===== config.mk =====
export PLATFORM = sky130hd
export DESIGN_NAME = gp_timer
export DESIGN_NICKNAME = d
export VERILOG_FILES = /design/src/rtl/gp_timer_pkg.sv /design/src/rtl/gp_timer_ctrl.sv /design/src/rtl/gp_timer_presc.sv /design/src/rtl/gp_timer_core.sv /design/src/rtl/gp_timer.sv
export SDC_FILE = /design/constraint.sdc
export NUM_CORES = 1
export LEC_CHECK = 0
export BUFFER_PORTS_ARGS = -buffer_cell sky130_fd_sc_hd__buf_2
export CORE_MARGIN = 3
export CORE_UTILIZATION = 50
export CTS_BUF_LIST = sky130_fd_sc_hd__clkbuf_4
export CTS_CLUSTER_DIAMETER = 200
export DETAILED_ROUTE_END_ITERATION = 8
export PLACE_DENSITY = 0.7
export SYNTH_ARGS = -nofsm -noshare
export SYNTH_HDL_FRONTEND = slang
export SYNTH_SLANG_ARGS = --single-unit

===== constraint.sdc =====
create_clock -name clk -period 5.47 [get_ports clk]
set_clock_uncertainty 0.15 [all_clocks]
set_input_delay 0.2735 -clock clk [delete_from_list [all_inputs] [get_ports clk]]
set_output_delay 0.2735 -clock clk [all_outputs]
set_load 0.1 [all_outputs]

===== src/rtl/gp_timer_pkg.sv =====
package gp_timer_pkg;
  typedef enum logic [1:0] {
    SEL_SETUP = 2'd0,
    SEL_COUNT = 2'd1,
    SEL_CMP1  = 2'd2,
    SEL_CMP2  = 2'd3
  } reg_sel_e;

  localparam int PS_W     = 4;
  localparam int CFG_W    = 6;
  localparam int BIT_RUN  = 6;
  localparam int BIT_F1   = 7;
  localparam int BIT_F2   = 8;
  localparam int BIT_INIT = 9;

  typedef struct packed {
    logic            pwm;
    logic            csel;
    logic [PS_W-1:0] ps;
  } cfg_t;
endpackage


===== src/rtl/gp_timer_ctrl.sv =====
module gp_timer_ctrl
  import gp_timer_pkg::*;
#(
  parameter int CW = 16
) (
  input  logic          clk,
  input  logic          rst_n,
  input  logic          wr_setup,
  input  logic [CW-1:0] wdata,
  input  logic          hit1,
  input  logic          hit2,
  output cfg_t          cfg_q,
  output logic          run_q,
  output logic          f1_q,
  output logic          f2_q,
  output logic          init_q
);
  cfg_t cfg_d;
  logic run_d, f1_d, f2_d, init_d;

  always_comb begin
    cfg_d  = cfg_q;
    run_d  = run_q;
    f1_d   = f1_q;
    f2_d   = f2_q;
    init_d = init_q;
    if (wr_setup) begin
      if (!init_q) begin
        cfg_d  = cfg_t'(wdata[CFG_W-1:0]);
        init_d = 1'b1;
      end
      run_d = wdata[BIT_RUN];
      if (wdata[BIT_F1]) f1_d = 1'b0;
      if (wdata[BIT_F2]) f2_d = 1'b0;
    end
    if (hit1) f1_d = 1'b1;
    if (hit2) f2_d = 1'b1;
  end

  always_ff @(posedge clk or negedge rst_n) begin
    if (!rst_n) begin
      cfg_q  <= '0;
      run_q  <= 1'b0;
      f1_q   <= 1'b0;
      f2_q   <= 1'b0;
      init_q <= 1'b0;
    end else begin
      cfg_q  <= cfg_d;
      run_q  <= run_d;
      f1_q   <= f1_d;
      f2_q   <= f2_d;
      init_q <= init_d;
    end
  end
endmodule


===== src/rtl/gp_timer_presc.sv =====
module gp_timer_presc
  import gp_timer_pkg::*;
#(
  parameter int DW = (1 << PS_W) - 1
) (
  input  logic            clk,
  input  logic            rst_n,
  input  logic            tick,
  input  logic            run,
  input  logic            clr,
  input  logic [PS_W-1:0] ps,
  output logic            step
);
  localparam int SHW = PS_W + 1;
  logic [DW-1:0]  div_q, div_d, lim;
  logic [SHW-1:0] sh;

  always_comb begin
    sh    = SHW'(DW) - {1'b0, ps};
    lim   = {DW{1'b1}} >> sh;
    step  = run & tick & ~clr & (div_q == lim);
    div_d = div_q;
    if (clr)
      div_d = '0;
    else if (run && tick)
      div_d = step ? '0 : div_q + 1'b1;
  end

  always_ff @(posedge clk or negedge rst_n) begin
    if (!rst_n) div_q <= '0;
    else        div_q <= div_d;
  end
endmodule


===== src/rtl/gp_timer_core.sv =====
module gp_timer_core #(
  parameter int CW = 16
) (
  input  logic          clk,
  input  logic          rst_n,
  input  logic          step,
  input  logic          wr_cnt,
  input  logic          wr_c1,
  input  logic          wr_c2,
  input  logic [CW-1:0] wdata,
  input  logic          pwm_mode,
  output logic [CW-1:0] cnt_q,
  output logic [CW-1:0] cmp1_q,
  output logic [CW-1:0] cmp2_q,
  output logic          hit1,
  output logic          hit2,
  output logic          out
);
  logic [CW-1:0] cnt_nx, cnt_d, cmp1_d, cmp2_d;
  logic          pulse_q;

  always_comb begin
    cnt_nx = (cnt_q == cmp2_q) ? '0 : cnt_q + 1'b1;
    hit1   = step & ~wr_cnt & (cnt_nx == cmp1_q);
    hit2   = step & ~wr_cnt & (cnt_nx == cmp2_q);
    cnt_d  = cnt_q;
    if (wr_cnt)    cnt_d = wdata;
    else if (step) cnt_d = cnt_nx;
    cmp1_d = wr_c1 ? wdata : cmp1_q;
    cmp2_d = wr_c2 ? wdata : cmp2_q;
    out    = pwm_mode ? (cnt_q >= cmp1_q) : pulse_q;
  end

  always_ff @(posedge clk or negedge rst_n) begin
    if (!rst_n) begin
      cnt_q   <= '0;
      cmp1_q  <= '1;
      cmp2_q  <= '1;
      pulse_q <= 1'b0;
    end else begin
      cnt_q   <= cnt_d;
      cmp1_q  <= cmp1_d;
      cmp2_q  <= cmp2_d;
      pulse_q <= hit1;
    end
  end
endmodule


===== src/rtl/gp_timer.sv =====
module gp_timer
  import gp_timer_pkg::*;
#(
  parameter int CW = 16
) (
  input  logic          clk,
  input  logic          rst_n,
  input  logic          tick_fast_i,
  input  logic          tick_slow_i,
  input  logic          wr_en_i,
  input  logic [1:0]    wr_sel_i,
  input  logic [CW-1:0] wr_data_i,
  input  logic          irq_en1_i,
  input  logic          irq_en2_i,
  output logic [CW-1:0] setup_o,
  output logic [CW-1:0] count_o,
  output logic          cmp_out_o,
  output logic          irq_o
);
  logic [1:0]    rst_sync_q;
  logic          rst_ni;
  cfg_t          cfg_w;
  logic          run_w, f1_w, f2_w, init_w;
  logic          hit1_w, hit2_w, step_w, base_tick;
  logic          wr_setup_w, wr_cnt_w, wr_c1_w, wr_c2_w;
  logic [CW-1:0] cmp1_w, cmp2_w;

  always_ff @(posedge clk or negedge rst_n) begin
    if (!rst_n) rst_sync_q <= 2'b00;
    else        rst_sync_q <= {rst_sync_q[0], 1'b1};
  end
  assign rst_ni = rst_sync_q[1];

  assign wr_setup_w = wr_en_i & (reg_sel_e'(wr_sel_i) == SEL_SETUP);
  assign wr_cnt_w   = wr_en_i & (reg_sel_e'(wr_sel_i) == SEL_COUNT);
  assign wr_c1_w    = wr_en_i & (reg_sel_e'(wr_sel_i) == SEL_CMP1);
  assign wr_c2_w    = wr_en_i & (reg_sel_e'(wr_sel_i) == SEL_CMP2);

  gp_timer_ctrl #(.CW(CW)) u_ctrl (
    .clk(clk), .rst_n(rst_ni), .wr_setup(wr_setup_w), .wdata(wr_data_i),
    .hit1(hit1_w), .hit2(hit2_w), .cfg_q(cfg_w), .run_q(run_w),
    .f1_q(f1_w), .f2_q(f2_w), .init_q(init_w)
  );

  assign base_tick = cfg_w.csel ? tick_fast_i : tick_slow_i;

  gp_timer_presc u_presc (
    .clk(clk), .rst_n(rst_ni), .tick(base_tick), .run(run_w),
    .clr(wr_cnt_w), .ps(cfg_w.ps), .step(step_w)
  );

  gp_timer_core #(.CW(CW)) u_core (
    .clk(clk), .rst_n(rst_ni), .step(step_w), .wr_cnt(wr_cnt_w),
    .wr_c1(wr_c1_w), .wr_c2(wr_c2_w), .wdata(wr_data_i),
    .pwm_mode(cfg_w.pwm), .cnt_q(count_o), .cmp1_q(cmp1_w),
    .cmp2_q(cmp2_w), .hit1(hit1_w), .hit2(hit2_w), .out(cmp_out_o)
  );

  always_comb begin
    setup_o                 = '0;
    setup_o[CFG_W-1:0]      = cfg_w;
    setup_o[BIT_RUN]        = run_w;
    setup_o[BIT_F1]         = f1_w;
    setup_o[BIT_F2]         = f2_w;
    setup_o[BIT_INIT]       = init_w;
  end

  assign irq_o = (f1_w & irq_en1_i) | (f2_w & irq_en2_i);
endmodule


Word-level counts from Yosys, hierarchy flattened
Cells that the tools add are included.
- add/subtract/negate cells: 3
- $lt $le $gt $ge: 1
- equal/unequal tests: 7
- shift-type cells: 1
- muxes and demuxes: 14
- bitwise operators: 15
- reductions and logical operators: 11
- operators by type and width (operator ; number):
    equality test 16 bit ; 3
    2-to-1 mux 16 bit ; 3
    2-to-1 mux 15 bit ; 3
    adder 16 x 1 -> 16 bit, second input constant ; 1
    greater-or-equal comparator 16 bit ; 1
    adder 15 x 1 -> 15 bit, second input constant ; 1
    equality test 15 bit ; 1
    right shift 15 x 5 -> 15 bit, first input constant ; 1
    AND 1 bit ; 12
    nonzero test 2 bit ; 6
    2-to-1 mux 1 bit ; 8
    AND reduction 2 bit ; 3
    subtractor 4 x 4 -> 5 bit, first input constant ; 1
    equality test 2 bit, second input constant ; 2
    equality test 2 x 1 -> 1 bit, second input constant ; 1
    logical NOT 2 bit ; 1
    NOT 1 bit ; 2
    logical AND 1 bit ; 1
    OR 1 bit ; 1
- register bits after elaboration: 76
- input port bits: 25
- output and inout port bits: 34

Depth between registers and ports, before layout
Gate-level depths: netlist of the first run.
- depth after elaboration: 9
- mapped depth: 11
- gate-level depth less buffers: 9

Cells and area by module
Synthesis of the first run repeated with hierarchy kept, for this count alone.
- cells, all modules: 602
- area total of the unflattened synthesis: 5606.6 um^2
- by module, submodules not included (module ; instances ; cells an instance ; area an instance (um^2) ; seq. area each (um^2)):
    gp_timer_core ; 1 ; 402 ; 3712.3 ; 1266.2
    gp_timer_presc ; 1 ; 156 ; 1301.2 ; 375.4
    gp_timer_ctrl ; 1 ; 24 ; 405.4 ; 250.2
    gp_timer ; 1 ; 20 ; 187.7 ; 50.0

Worst setup path before layout of the first run
Ideal clock, no wire load.
- path type: register -> output
- start point: reg u_core.cnt_q[0]
- end point: out cmp_out_o
- arrival time: 4447 ps
- path slack: 599 ps
- stages on the path, launching flop included: 11
- path through: dfrtp_1 buf_2 inv_1 ha_1 nand2b_1 a21o_1 a21o_1 a21o_1 a21o_1 a2111oi_0 o31ai_1
- word-level cells in the longest chain between the ends: 2
- RTL lines (element ; line ; RTL):
    start: declaration ; gp_timer_core.sv:12 ; output logic [CW-1:0] cnt_q,
    start signal: assignment ; gp_timer_core.sv:41 ; cnt_q <= cnt_d;
    greater-or-equal comparator 16 bit ; gp_timer_core.sv:31 ; out = pwm_mode ? (cnt_q >= cmp1_q) : pulse_q;
    2-to-1 mux 1 bit ; gp_timer_core.sv:31 ;
    end: declaration ; gp_timer.sv:17 ; output logic cmp_out_o,
Every way passes these cells.

Final worst setup path of the first run
Ends and elaborated chain as after synthesis.

==> impl_metrics.env, run 1 <==
export IMPL_status="completed"
export IMPL_yosys_most_used_dff="dfrtp_1"
export IMPL_area_delta_synth_final_pct=10.57
export IMPL_postPlaceCellArea_mm2=0.005804
export IMPL_maxCapViolations=0
export IMPL_cts_resized=0
export IMPL_crit_required_ps=5050
export IMPL_power_density_mw_per_mm2=376.1
export IMPL_worstPathCellList="inv_1, ha_1, nand2b_1, a21o_1, a21o_1, a21o_1, a21o_1, a2111oi_0, o31ai_1, buf_2"
export IMPL_nFillCells=960
export IMPL_drt_first_iter_violations=365
export IMPL_ctsRootBufferMaster="clkbuf_4"
export IMPL_worstHoldPathType="input port to flip-flop"
export IMPL_reg2reg_depth=7
export IMPL_ys_ff_latch=76
export IMPL_cts_path_max_buffers=2
export IMPL_grt_ovfl_total=0
export IMPL_slowest_stage="dfrtp_1"
export IMPL_avgViaCountPerCell=6.026
export IMPL_layout_setup_ws_ps=1827
export IMPL_globalplace_congestion=0.9721
export IMPL_finalPower_mw=2.329
export IMPL_nNetsFinal=692
export IMPL_first_global_vias=4672
export IMPL_synthCells=611
export IMPL_cp_common_cell="a21o_1"
export IMPL_syn_area_mm2=0.005599
export IMPL_cp_end_kind="output pin"
export IMPL_grt_first_pass_wirelength_um=25190
export IMPL_dieArea_mm2=0.01250
export IMPL_layout_drive_gt1_share_pct=24.16
export IMPL_highest_layer="met4"
export IMPL_dp_cells=760
export IMPL_max_freq_ghz=0.2745
export IMPL_cts_made_buffers=9
export IMPL_grt_max_degree=75
export IMPL_antenna_cells=0
export IMPL_report_final_slew_viol_count=0
export IMPL_wl_met1_um=6795
export IMPL_met3_length_um=936
export IMPL_path_buf_inv=2
export IMPL_hold_viol_final=0
export IMPL_clkSlewWorstSetupHoldPaths_ps=130
export IMPL_num_vias=4785
export IMPL_layout_common_cells="nor2_1 (58), buf_2 (52), dfrtp_1 (43)"
export IMPL_synth_cell_types=75
export IMPL_ant_nets=0
export IMPL_worst_path_stages=10
export IMPL_post_route_period_util_pct=66.60
export IMPL_cts_tree="built"
export IMPL_async_flop_share_pct=100.0
export IMPL_holdWs_ps=196.3
export IMPL_h_tree_depth=3
export IMPL_die_width_um=111.8
export IMPL_rows=38
export IMPL_dpl_hpwl_um=10990
export IMPL_num_io_pins=59
export IMPL_min_path_cells=4
export IMPL_synth_seq_area_share_pct=34.68
export IMPL_path_class="flip-flop to output pin"
export IMPL_cp_arrival_ps=3220
export IMPL_start_util_pct=51.42
export IMPL_synth_edff_count=0
export IMPL_fin_util_pct=56.86
export IMPL_layout_cells_non_filler=794
export IMPL_wl_um=15270
export IMPL_cts_sinks=76
export IMPL_yosysWarnings=0
export IMPL_post_route_cell_area_mm2=0.006191
export IMPL_drc=0
export IMPL_clk_insertion_delay_late_ps=470
export IMPL_die_height_um=111.8
export IMPL_grt_usage_pct=25.30
export IMPL_relSlewSlack_pct=30.28
export IMPL_critPathMaxStageDelay_ps=640
export IMPL_avgRoutedWirePerCell_um=19.23
export IMPL_cp_top_family="compound AO/OA/AOI/OAI gates"
export IMPL_min_period_ps=3643
export IMPL_path_max_fanout=13
export IMPL_post_place_ws_ps=2192
export IMPL_cp_start_kind="flip-flop"
export IMPL_avgSynthCellArea_um2=9.164
export IMPL_route_met2_wl_um=7166
export IMPL_multi_input_area_mm2=0.003322
export IMPL_first_pass_iters=5
export IMPL_worst_slew_pin_slew_ps=1043
export IMPL_antenna_found_initial=0
export IMPL_setup_violations_final=0
export IMPL_setup_tns_ps=0
export IMPL_core_mm2=0.01089
export IMPL_final_common_cell="nor2_1"
export IMPL_vdd_ir_drop_max_uv=266.2
export IMPL_port_buffers=52
export IMPL_p_leak_nw=2.534
export IMPL_regArea_mm2=0.001946
export IMPL_rsz0062_at_grt="false"
cell families after synthesis:
| group | Yosys count | synth area share (%) |
|---|---|---|
| compound gates | 127 | 15.11 |
| xor+xnor | 52 | 9.118 |
| fa+ha+maj | 18 | 4.022 |
| buf+inv | 73 | 6.435 |
| flops | 76 | 34.68 |
| mux | 46 | 9.095 |
| other cells | 2 | 0.1341 |
| simple gates | 217 | 21.41 |
layout make-up:
cell class | count | share of cell area, %
Inverter | 23 | 1.395
Clock inverter | 7 | 2.243
Sequential cell | 76 | 31.43
Clock buffer | 9 | 1.091
Tap cell | 140 | 2.829
Multi-Input combinational cell | 467 | 53.66
Timing Repair Buffer | 72 | 7.357
flip-flops by register name, indices dropped and copies added (netlist names):
register        cells
u_core.cmp1_q      16
u_ctrl.run_q        1
u_core.cnt_q       16
u_ctrl.init_q       1
u_core.pulse_q      1
u_core.cmp2_q      16
u_ctrl.f2_q         1
u_presc.div_q      15
rst_sync_q          2
u_ctrl.f1_q         1
u_ctrl.cfg_q        6
path summary, 6_finish.rpt:
kind,from,to,slack (ps)
worst min register to register,rst_sync_q[0],rst_sync_q[1],220
worst min-delay path,tick_slow_i,u_presc.div_q[1],200
max in group asynchronous,rst_sync_q[1],u_core.cnt_q[9],4190
worst max-delay path,u_core.cnt_q[0],cmp_out_o,1830
min in group asynchronous,rst_sync_q[1],u_core.cnt_q[4],300
worst max register to register,u_ctrl.cfg_q[1],u_core.cnt_q[3],2080
power by group:
part / internal [mW] / switching [mW] / leakage, nW
Combinational: 0.339 / 0.604 / 1.54
Sequential: 0.684 / 0.210 / 0.888
Clock: 0.276 / 0.215 / 0.110
worst reg2reg max path, delay by kind of cell, from the launching register on:
kind | cells | cell delay [ps]
simple gates | 4 | 1720
compound gates | 3 | 880
flops | 1 | 560
Yosys cell counts (17+ instances only):
library cell,number,share of area [%]
nand3_1,20,1.8
inv_1,23,1.5
buf_2,17,1.5
ha_1,18,4.0
xnor2_1,33,5.2
mux2_2,39,7.8
nor2_1,58,3.9
dfrtp_1,44,20
nand2_1,36,2.4
a21oi_1,27,2.4
dfstp_2,32,15
o21ai_0,33,2.9
metal layers:
metal | vias to the layer above | global-route usage (%)
li1 | 2294 | -
met1 | 2279 | 35.67
met3 | 29 | 3.587
met4 | 0 | 9.165
met5 | - | 0
met2 | 183 | 39.81
what timing repair did:
item | CTS | global route
hold buffers | 18 | 0
endpoints found under the hold margin | 59 | 0
buffers inserted | 0 | 0
(Power assumes the default switching activity.)
==> inputs of run 2 (changes only) <==
==> constraint.sdc (replaced) <==
create_clock -name clk -period 3.5 [get_ports clk]
set_clock_uncertainty 0.15 [all_clocks]
set_input_delay 0.175 -clock clk [delete_from_list [all_inputs] [get_ports clk]]
set_output_delay 0.175 -clock clk [all_outputs]
set_load 0.1 [all_outputs]
==> impl_metrics.env, run 2 (synthesized netlist as in run 1, its figures left out) <==
export IMPL_status="completed"
export IMPL_cts_tree="built"
export IMPL_r2r_slack_ps=290
export IMPL_hold_viol_final=0
export IMPL_cp_start_kind="flip-flop"
export IMPL_cp_common_cell="a21o_1"
export IMPL_slowest_stage="dfstp_2"
export IMPL_avgViaCountPerCell=6.123
export IMPL_cp_end_kind="output pin"
export IMPL_p_int_mw=1.928
export IMPL_antenna_cells=0
export IMPL_power_density_mw_per_mm2=568.3
export IMPL_rsz0062_at_grt="false"
export IMPL_r2r_start="u_core.cnt_q[1]"
export IMPL_port_buffers=52
export IMPL_rows=38
export IMPL_num_io_pins=59
export IMPL_switchingPower_mw=1.643
export IMPL_crit_required_ps=3170
export IMPL_fin_util_pct=57.71
export IMPL_setup_tns_ps=0
export IMPL_reg2reg_depth=8
export IMPL_max_freq_ghz=0.3009
export IMPL_wl_um=15470
export IMPL_layout_common_cells="nor2_1 (58), buf_2 (51), dfrtp_1 (42)"
export IMPL_crit_start="u_core.cmp1_q[0]"
export IMPL_globalplace_congestion=1.010
export IMPL_post_route_period_util_pct=94.96
export IMPL_start_util_pct=51.42
export IMPL_rr_endpoint="u_ctrl.f2_q"
export IMPL_report_final_slew_viol_count=0
export IMPL_min_period_ps=3324
export IMPL_worst_path_stages=10
export IMPL_holdWs_ps=62.30
export IMPL_grt_max_degree=75
export IMPL_grt_ovfl_total=0
export IMPL_path_buf_inv=2
export IMPL_relSlewSlack_pct=23.03
export IMPL_dpl_hpwl_um=11220
export IMPL_first_global_vias=4912
export IMPL_drc=0
export IMPL_antenna_found_initial=0
export IMPL_setup_violations_final=0
export IMPL_endpoint="cmp_out_o"
export IMPL_top_regs="u_core.cmp1_q (16), u_core.cmp2_q (16), u_core.cnt_q (16)"
export IMPL_maxCapViolations=0
export IMPL_cts_path_max_buffers=2
export IMPL_worst_slew_pin_slew_ps=1151
export IMPL_nNetsFinal=706
export IMPL_worstHoldPathType="input port to flip-flop"
export IMPL_avgRoutedWirePerCell_um=19.15
export IMPL_layout_drive_gt1_share_pct=26.20
export IMPL_core_mm2=0.01089
export IMPL_grt_first_pass_wirelength_um=25140
export IMPL_cp_arrival_ps=3000
export IMPL_finalPower_mw=3.571
export IMPL_h_tree_depth=3
export IMPL_worstPathCellList="ha_1, nand2b_1, a21o_1, a21o_1, a21o_1, a21o_1, a2111oi_2, buf_4, o31ai_4, buf_6"
export IMPL_die_width_um=111.8
export IMPL_cts_sinks=76
export IMPL_final_common_cell="nor2_1"
export IMPL_ctsRootBufferMaster="clkbuf_4"
export IMPL_dieArea_mm2=0.01250
export IMPL_ant_nets=0
export IMPL_sw_frac_of_total_pct=46.01
export IMPL_drt_first_iter_violations=317
export IMPL_pwr_share_comb_pct=44.0
export IMPL_vdd_ir_drop_max_uv=293.0
export IMPL_clk_insertion_delay_late_ps=480
export IMPL_cts_made_buffers=9
export IMPL_critPathMaxStageDelay_ps=600
export IMPL_path_class="flip-flop to output pin"
export IMPL_clkSlewWorstSetupHoldPaths_ps=150
export IMPL_die_height_um=111.8
export IMPL_grt_usage_pct=25.29
export IMPL_area_delta_synth_final_pct=12.22
export IMPL_path_max_fanout=5
export IMPL_cp_top_family="compound AO/OA/AOI/OAI gates"
export IMPL_num_vias=4947
export IMPL_p_leak_nw=2.583
export IMPL_first_pass_iters=5
export IMPL_pwr_share_clk_pct=18.0
export IMPL_power_share_sequential_pct=38.0
## run 2: power groups by stage
stage                     Sequential [mW]  Clock, mW  Combinational (mW)
after detailed placement             1.38          0                1.51
after CTS                            1.35      0.663                1.55
after floorplan                      1.56          0               0.991
after global placement               1.36          0                1.48
final                                1.36      0.642                1.57
after global routing                 1.39      0.699                1.68
## run 2: stage by stage
| step | setup WS, ps | cell area [um^2] | std cells |
|---|---|---|---|
| detailed placement | 353.5 | 5917 | 773 |
| finish | 176.4 | 6284 | 808 |
| floorplan | 48.28 | 5633 | 616 |
| global placement | 415.1 | 5917 | 773 |
| CTS | 10.53 | 6274 | 808 |
| global route | 29.98 | 6284 | 808 |
## run 2: final cells by class
cell class                 count  area [um^2]
inverter                      23        86.33
clock buffer                   9        67.56
fill                         961         4604
multi-input combinational    467         3342
clock inverter                 7        98.84
timing repair buffer          86        566.8
sequential                    76         1947
tap                          140        175.2
## run 2: worst min path at each step
stage                           start             to  slack (ps)  cells after the start
after CTS                 wr_sel_i[0]    u_ctrl.f1_q          30                      6
final                     wr_sel_i[0]    u_ctrl.f1_q          60                      6
after detailed placement        rst_n  rst_sync_q[0]        -190                      1
after global placement          rst_n  rst_sync_q[0]        -190                      1
after global routing      wr_sel_i[0]    u_ctrl.f1_q          80                      6
after floorplan                 rst_n  rst_sync_q[0]        -270                      0
## run 2: worst register-to-register path, cell delays in order (launching register included)
cell and delay [ps]:
dfrtp_1 560, ha_1 360, nand3_4 170, or4_4 570, xor2_1 390, a21oi_1 120
o32ai_1 290, o211ai_1 150, o41ai_2 360
## run 2: repair_timing
action / in CTS / in global routing
endpoints found under the hold margin: 59 / 0
endpoints found under the setup margin: 1 / 1
resized for setup: 1 / 3
hold buffers: 18 / 0
buffers inserted: 1 / 0
## run 2: routing by layer
metal / global-route usage (%) / up-vias / wire length (um)
li1: - / 2316 / -
met1: 34.20 / 2392 / 6772
met2: 39.57 / 195 / 7120
met3: 4.674 / 44 / 1086
met4: 11.44 / 0 / 494
met5: 0 / - / 0
==> inputs of run 3 (changes only) <==
--- a/config.mk
+++ b/config.mk
@@ -11,6 +11,7 @@
 export CTS_BUF_LIST = sky130_fd_sc_hd__clkbuf_4
 export CTS_CLUSTER_DIAMETER = 200
 export DETAILED_ROUTE_END_ITERATION = 8
+export MAX_ROUTING_LAYER = met4
 export PLACE_DENSITY = 0.7
 export SYNTH_ARGS = -nofsm -noshare
 export SYNTH_HDL_FRONTEND = slang
==> impl_metrics.env, run 3 (synthesized netlist as in run 1, its figures left out) <==
export IMPL_wl_um=15580
export IMPL_core_mm2=0.01089
export IMPL_cts_made_buffers=9
export IMPL_drt_first_iter_violations=349
export IMPL_post_route_period_util_pct=96.12
export IMPL_cts_sinks=76
export IMPL_vdd_ir_drop_max_uv=239.4
export IMPL_p_int_mw=1.925
export IMPL_hold_viol_final=0
export IMPL_layout_cells_non_filler=811
export IMPL_first_pass_iters=5
export IMPL_cts_tree="built"
export IMPL_cp_arrival_ps=3040
export IMPL_num_io_pins=59
export IMPL_path_max_fanout=5
export IMPL_min_period_ps=3364
export IMPL_globalplace_congestion=0.9798
export IMPL_ctsRootBufferMaster="clkbuf_4"
export IMPL_antenna_found_initial=0
export IMPL_dp_cells=776
export IMPL_avgRoutedWirePerCell_um=19.21
export IMPL_first_global_vias=4702
export IMPL_finalPower_mw=3.541
export IMPL_power_density_mw_per_mm2=563.5
export IMPL_start_util_pct=51.42
export IMPL_grt_usage_pct=25.84
export IMPL_post_place_ws_ps=352.4
export IMPL_nFillCells=970
export IMPL_critPathMaxStageDelay_ps=600
export IMPL_dpl_hpwl_um=11390
export IMPL_post_route_cell_area_mm2=0.006284
export IMPL_report_final_slew_viol_count=0
export IMPL_pwr_share_clk_pct=17.5
export IMPL_grt_ovfl_total=0
export IMPL_relSlewSlack_pct=26.50
export IMPL_cp_end_kind="output pin"
export IMPL_cts_path_max_buffers=2
export IMPL_die_height_um=111.8
export IMPL_multi_input_area_mm2=0.003336
export IMPL_path_class="flip-flop to output pin"
export IMPL_top_regs="u_core.cmp1_q (16), u_core.cmp2_q (16), u_core.cnt_q (16)"
export IMPL_setup_violations_final=0
export IMPL_num_vias=4916
export IMPL_worstHoldPathType="input port to flip-flop"
export IMPL_ant_nets=0
export IMPL_drc=0
export IMPL_layout_common_cells="nor2_1 (58), buf_2 (51), dfrtp_1 (42)"
export IMPL_setup_tns_ps=0
export IMPL_dieArea_mm2=0.01250
export IMPL_avgViaCountPerCell=6.062
export IMPL_layout_setup_ws_ps=135.9
export IMPL_area_delta_synth_final_pct=12.22
export IMPL_sw_frac_of_total_pct=45.62
export IMPL_worst_slew_pin_slew_ps=1099
export IMPL_grt_first_pass_wirelength_um=24800
export IMPL_crit_required_ps=3170
export IMPL_worstPathCellList="ha_1, nand2b_1, a21o_1, a21o_1, a21o_1, a21o_1, a2111oi_0, buf_4, o31ai_4, buf_4"
export IMPL_postPlaceCellArea_mm2=0.005939
export IMPL_nNetsFinal=709
export IMPL_die_width_um=111.8
export IMPL_antenna_cells=0
export IMPL_h_tree_depth=3
export IMPL_layout_drive_gt1_share_pct=25.93
export IMPL_pwr_share_comb_pct=44.5
export IMPL_cp_start_kind="flip-flop"
export IMPL_path_buf_inv=2
export IMPL_rows=38
export IMPL_switchingPower_mw=1.615
export IMPL_grt_max_degree=75
export IMPL_clk_insertion_delay_late_ps=460
export IMPL_regArea_mm2=0.001947
export IMPL_cp_top_family="compound AO/OA/AOI/OAI gates"
export IMPL_status="completed"
export IMPL_port_buffers=52
export IMPL_slowest_stage="dfstp_2"
export IMPL_p_leak_nw=2.588
export IMPL_final_common_cell="nor2_1"
export IMPL_power_share_sequential_pct=38.0
export IMPL_rsz0062_at_grt="false"
export IMPL_clkSlewWorstSetupHoldPaths_ps=120
export IMPL_maxCapViolations=0
export IMPL_max_freq_ghz=0.2973
export IMPL_cp_common_cell="a21o_1"
-- run 3: changes by cell type in the layout (fill, tap and decap cells not counted) --
cell / before / now
a2111oi_0: 1 / 2
a2111oi_2: 1 / 0
buf_4: 16 / 20
buf_6: 1 / 0
clkbuf_4: 9 / 10
clkinv_1: 0 / 3
clkinv_2: 1 / 0
clkinv_4: 2 / 0
inv_6: 1 / 0
-- run 3: worst paths after layout --
check | slack [ps] | cells past startpoint | start | end
max in group asynchronous | 2210 | 0 | rst_sync_q[1] | u_core.cnt_q[0]
setup / recovery | 140 | 10 | u_core.cmp1_q[0] | cmp_out_o
min in group asynchronous | 330 | 0 | rst_sync_q[1] | u_core.cnt_q[3]
hold / removal | 100 | 6 | wr_sel_i[1] | u_ctrl.f1_q
hold reg to reg | 210 | 0 | rst_sync_q[0] | rst_sync_q[1]
setup reg to reg | 320 | 8 | u_core.cnt_q[1] | u_ctrl.f2_q
-- run 3: power groups by stage --
stage | Combinational (mW) | Sequential, mW | Clock, mW
after CTS | 1.57 | 1.34 | 0.639
final | 1.58 | 1.34 | 0.620
after global routing | 1.70 | 1.38 | 0.668
after floorplan | 0.991 | 1.56 | 0
after detailed placement | 1.53 | 1.36 | 0
after global placement | 1.51 | 1.35 | 0
-- run 3: worst min-delay path, cell delays in order --
cell     delay (ps)
buf_2           110
nor3b_1          60
buf_4           160
nand2_1          70
nand2_1          50
o31ai_1          50
-- run 3: metal layers --
layer	global-route usage [%]	up-vias	part of all wire [%]
li1	-	2318	-
met1	33.36	2401	44
met2	40.41	171	47
met3	6.087	26	6.8
met4	8.110	0	2.5
met5	-	-	0
-- run 3: repair_timing --
| action | in CTS | in global routing |
|---|---|---|
| hold endpoints to repair | 59 | 0 |
| pin swaps | 0 | 0 |
| resized for setup | 0 | 2 |
| cloned | 0 | 0 |
| setup endpoints to repair | 1 | 1 |
| hold buffers | 18 | 0 |
| buffers inserted | 1 | 0 |
-- run 3: area by class of cell --
class	count	share of cell area (%)
clock buffer	10	1.195
clock inverter	6	1.254
inverter	23	1.374
multi-input combinational	467	53.09
sequential	76	30.98
tap	140	2.788
timing repair buffer	89	9.319
-- run 3: stage by stage --
step / hold slack (ps) / utilization, %
finish: 102.7 / 57.71
global route: 123.7 / 57.71
CTS: 77.65 / 57.69
detailed placement: -186.5 / 54.55
global placement: -190.3 / 54.55
floorplan: -270.6 / -
